## src/rtl/dma_guard_pkg.sv

```systemverilog
package dma_guard_pkg;
  localparam int ADDR_W = 32;
  localparam int CNT_W = 4;
  localparam int NUM_WIN = 3;
  localparam int CFG_W = CNT_W * NUM_WIN;

  typedef struct packed {
    logic [NUM_WIN-1:0] winOn;
    logic               checkReq;
  } guardStrobe_t;
endpackage

```

## src/rtl/guard_cfg_ctrl.sv

```systemverilog
module guard_cfg_ctrl
  import dma_guard_pkg::*;
#(
  parameter int DATA_W = 32
) (
  input  logic                  clk,
  input  logic                  rstN,
  input  logic                  wrEn,
  input  logic [DATA_W-1:0]     wrData,
  output logic [DATA_W-1:0]     rdData,
  input  logic                  reqValid,
  output logic [CFG_W-1:0]      cfgWord,
  output guardStrobe_t          strobe
);
  logic [CFG_W-1:0] cfgQ;

  always_ff @(posedge clk or negedge rstN) begin
    if (!rstN) cfgQ <= '0;
    else if (wrEn) cfgQ <= wrData[CFG_W-1:0];
  end

  always_comb begin
    rdData = '0;
    rdData[CFG_W-1:0] = cfgQ;
  end

  genvar w;
  generate
    for (w = 0; w < NUM_WIN; w++) begin : g_on
      assign strobe.winOn[w] = |cfgQ[w*CNT_W +: CNT_W];
    end
  endgenerate

  assign strobe.checkReq = reqValid;
  assign cfgWord = cfgQ;
endmodule

```

## src/rtl/guard_addr_path.sv

```systemverilog
module guard_addr_path
  import dma_guard_pkg::*;
#(
  parameter logic [ADDR_W-1:0] MAIN_END  = 32'h3000_0000,
  parameter logic [ADDR_W-1:0] LOW_REF   = 32'h2800_0000,
  parameter logic [ADDR_W-1:0] MAIN_STEP = 32'h0080_0000,
  parameter logic [ADDR_W-1:0] SEC_END   = 32'h1F40_0000,
  parameter logic [ADDR_W-1:0] SEC_STEP  = 32'h0010_0000
) (
  input  logic [CFG_W-1:0]  cfgWord,
  input  guardStrobe_t      strobe,
  input  logic [ADDR_W-1:0] addr,
  output logic              hit
);
  localparam logic [ADDR_W-1:0] REF_TAB  [NUM_WIN] = '{LOW_REF, MAIN_END, SEC_END};
  localparam logic [ADDR_W-1:0] END_TAB  [NUM_WIN] = '{MAIN_END, MAIN_END, SEC_END};
  localparam logic [ADDR_W-1:0] STEP_TAB [NUM_WIN] = '{MAIN_STEP, MAIN_STEP, SEC_STEP};

  logic [NUM_WIN-1:0] winHit;

  genvar w;
  generate
    for (w = 0; w < NUM_WIN; w++) begin : g_win
      logic [CNT_W-1:0]  cnt;
      logic [ADDR_W-1:0] span;
      logic [ADDR_W-1:0] base;
      assign cnt  = cfgWord[w*CNT_W +: CNT_W];
      assign span = STEP_TAB[w] * ADDR_W'(cnt);
      assign base = REF_TAB[w] - span;
      assign winHit[w] = strobe.winOn[w] && (addr >= base) && (addr < END_TAB[w]);
    end
  endgenerate

  assign hit = strobe.checkReq && (|winHit);
endmodule

```

## src/rtl/dmaCutoffGuard.sv

```systemverilog
module dmaCutoffGuard
  import dma_guard_pkg::*;
(
  input  logic        clk,
  input  logic        rstN,
  input  logic        cfgWrEn,
  input  logic [31:0] cfgWrData,
  output logic [31:0] cfgRdData,
  input  logic        reqValid,
  input  logic [31:0] reqAddr,
  output logic        reqGrant,
  output logic        reqFault
);
  logic [CFG_W-1:0] cfgWord;
  guardStrobe_t     strobe;
  logic             hit;

  guard_cfg_ctrl #(.DATA_W(32)) u_ctrl (
    .clk(clk), .rstN(rstN), .wrEn(cfgWrEn), .wrData(cfgWrData),
    .rdData(cfgRdData), .reqValid(reqValid), .cfgWord(cfgWord), .strobe(strobe)
  );

  guard_addr_path u_path (
    .cfgWord(cfgWord), .strobe(strobe), .addr(reqAddr), .hit(hit)
  );

  assign reqFault = hit;
  assign reqGrant = reqValid && !hit;
endmodule

```

## config.mk

```make
export PLATFORM = sky130hd
export DESIGN_NAME = dmaCutoffGuard
export DESIGN_NICKNAME = d
export VERILOG_FILES = /design/src/rtl/dma_guard_pkg.sv /design/src/rtl/guard_cfg_ctrl.sv /design/src/rtl/guard_addr_path.sv /design/src/rtl/dmaCutoffGuard.sv
export SDC_FILE = /design/constraint.sdc
export NUM_CORES = 1
export LEC_CHECK = 0
export BUFFER_PORTS_ARGS = -buffer_cell sky130_fd_sc_hd__buf_2
export CELL_PAD_IN_SITES_DETAIL_PLACEMENT = 0
export CELL_PAD_IN_SITES_GLOBAL_PLACEMENT = 2
export CORE_MARGIN = 2
export CORE_UTILIZATION = 18
export DETAILED_ROUTE_END_ITERATION = 7
export GPL_TIMING_DRIVEN = 0
export PLACE_DENSITY_LB_ADDON = 0.2
export SLEW_MARGIN = 5
export SYNTH_ARGS = -nofsm -noshare
export SYNTH_HDL_FRONTEND = slang
export SYNTH_SLANG_ARGS = --single-unit
```

## constraint.sdc

```tcl
create_clock -name clk -period 2.8 [get_ports clk]
set_input_delay 0.42 -clock clk [delete_from_list [all_inputs] [get_ports clk]]
set_output_delay 0.42 -clock clk [all_outputs]
set_load 0.02 [all_outputs]
```

==> impl_metrics.yaml <==
synth:
  yosysTopAreaCell: "dfrtp_1"
  synth_seq_cells: 12
  synthArstFlopShare_pct: 100.0
  netlist.area_leader.share_pct: 24.02
  synth_edf_count: 0
  synth.distinct_cells: 38
  ys.flop_type: "dfrtp_1"
  syn_inst: 144
  ys_seq_area_share_pct: 24.02
  synth_area_leaders: "dfrtp_1, ha_1, buf_4, inv_1, mux2_1"
  yosysWarningCount: 0
  syn_area_per_cell_um2: 8.680
  synth_area_mm2: 0.001250
clock_tree:
  cts_tree: "built"
  clk_pin_slew_ns: 0.05
  clock-root-buffer: "clkbuf_8"
  cts.path.max_buffers: 2
  cts_sinks: 12
  clock_latency_ns: 0.24
  cts_max_level: 1
  numCtsBuffers: 3
routing:
  wl_per_cell_um: 11.47
  dr.pass1.iters: 4
  drc: 0
  ant_nets: 0
  vias: 1235
  drtIter0Drc: 20
  wirelength_mm: 3.613
  viasPerCell: 3.921
setup_path:
  cpPeakStageDelay_ns: 0.42
  crit_chain: "inv_2 > ha_4 > or3b_4 > ha_4 > nand4_1 > or3b_4 > a2111oi_4 > o21ai_2 > a31oi_2 > buf_4"
  cpLargestDelayFamily: "simple AND/OR/NAND/NOR gates"
  worstSetupStartpoint: "u_ctrl.cfgWord[0]"
  critical_path_class: "flop to output port"
  worst_ep_required_time_ns: 2.38
  worst_setup_path_end_kind: "output port"
  cp_data_arrival_time_ns: 2.83
  r2r-start: "u_ctrl.cfgWord[6]"
  critPathSlowestCell: "or3b_4"
  startpoint_type: "flop"
  critPathBufInv: 2
  crit_fanout: 3
hold_path:
  hold_class: "input pin to asynchronous set/reset pin"
placed_design:
  place_hpwl_mm: 3.200
  place.gp.congestion: 0.7254
  place_area_mm2: 0.001759
  pre_cts_slack_ns: -0.3891
  post-place-cells: 303
  port_buffers: 60
power:
  cellPowerDensity_mw_per_mm2: 369.6
  power_leakage_nw: 0.9993
  ir_drop_mv: 0.08818
timing:
  setup-violations-final: 2
  fmax_mhz: 308.2
  fin_crit_ns: 3.245
  skew_ns: 0
  tightest_slew_ns: 0.5721
  finalCritPeriodShare_pct: 115.9
  slew_headroom_pct: 61.32
  finalHoldViolations: 0
  slew_viol_final: 0
  worst_slack_ns: -0.4452
  hold_slack_ns: 0.04981
  rsz0062_at_grt: "yes"
grt:
  overflow: 0
  antenna_found_initial: 0
  grt_max_degree: 13
  grt_pass1_wl_mm: 5.768
  track_usage_pct: 9.693
  grt_pass1_vias: 1234
outcome:
  outcome: "finished with violations"
  violations: "negative setup slack"
finish:
  fill_cells: 760
  layout-drive-gt1-share_pct: 45.96
  area_growth_syn_to_layout_pct: 52.45
  utilization_pct: 28.20
  layout.nets: 323
  antennaDiodeCount: 0
  instances_no_fill: 315
  largest_register_ffs: 12
  post-route-cell-area_mm2: 0.001906
floorplan:
  die-height_um: 87.33
  ioPinCount: 102
  start_util_pct: 18.50
  die_area_mm2: 0.007627
  core_area_mm2: 0.006756
  num_rows: 30
  die_width_um: 87.33
job:
  drv.max_cap_violation_count: 0
==> area by class of cell <==
| class | count | area, um2 | share of cell area (%) |
|---|---|---|---|
| multi-input combinational | 113 | 867.1 | 45.50 |
| timing repair buffer | 68 | 362.8 | 19.04 |
| sequential | 12 | 302.8 | 15.89 |
| buffer | 22 | 157.7 | 8.273 |
| tap | 80 | 100.1 | 5.253 |
| inverter | 16 | 60.06 | 3.152 |
| clock buffer | 4 | 55.05 | 2.889 |
==> worst paths after layout <==
kind	to	slack [ns]	cells past startpoint
min in group clk	u_ctrl.cfgWord[5]	0.40	3
min	u_ctrl.cfgWord[8]	0.05	1
max	reqFault	-0.45	10
max reg2reg	u_ctrl.cfgWord[6]	1.94	1
max in group asynchronous	u_ctrl.cfgWord[1]	2.51	1
min reg2reg	u_ctrl.cfgWord[9]	0.59	2
==> Yosys cell counts, types with 3 or more instances <==
| cell | n |
|---|---|
| buf_4 | 20 |
| dfrtp_1 | 12 |
| ha_1 | 19 |
| inv_1 | 16 |
| mux2_1 | 4 |
| nand2_1 | 11 |
| nor2_1 | 3 |
| nor4_1 | 6 |
| o21ai_0 | 6 |
| o21ai_1 | 7 |
| xor2_1 | 4 |
==> kinds of logic (layout without fill, tap and decap cells) <==
logic type	Yosys count	in the layout	share of synthesized area [%]
AO/OA/AOI/OAI	28	28	14.61
adder cells (fa/ha/maj)	19	19	19.02
flip-flops	12	12	24.02
buffers and inverters	38	110	17.42
AND/OR/NAND/NOR	35	35	15.72
multiplexers	6	6	5.405
XOR/XNOR	5	5	3.503
other	1	20	0.3000
==> layer usage <==
| layer | GRT usage, % | vias up | wire length (um) |
|---|---|---|---|
| met5 | 0 | - | 0 |
| met4 | 4.615 | 0 | 70 |
| met3 | 0.8531 | 4 | 203 |
| met2 | 16.25 | 45 | 1657 |
| met1 | 12.44 | 530 | 1682 |
| li1 | - | 656 | - |
==> through the flow <==
stage | total power, mW | setup TNS [ns]
floorplan | 0.4014 | -0.2753
global placement | 0.4972 | -0.7419
detailed placement | 0.5000 | -0.7175
CTS | 0.7090 | -1.014
global route | 0.7636 | -1.075
finish | 0.7042 | -0.8674
==> what timing repair did <==
| item | in CTS | in global routing |
|---|---|---|
| hold buffers | 0 | 0 |
| buffers inserted | 6 | 2 |
| endpoints found under the setup margin | 2 | 2 |
| gates resized for setup | 5 | 3 |
| pin swaps | 7 | 2 |
==> cell usage in the layout, fill, tap and decap left out, types with 2 or more instances in the layout <==
cell and count:
nor4_1 6, mux2_2 2, or3b_4 3, nand2_1 11, o21ai_0 6, conb_1 20
clkbuf_1 2, dfrtp_2 2, o21ai_1 6, nor2_1 3, ha_4 2, a21o_1 2
a21oi_1 2, buf_4 29, a211oi_1 2, inv_2 2, inv_1 14, dfrtp_1 10
ha_1 17, clkbuf_8 4, nand3_1 2, xor2_1 4, buf_2 59, mux2_1 4
==> report_power, final <==
group,total (mW),internal [mW],switching [mW]
sequential,0.212,0.191,0.0209
combinational,0.304,0.143,0.161
clock,0.189,0.124,0.0643
No activity file was read; power rests on OpenSTA's default activity.
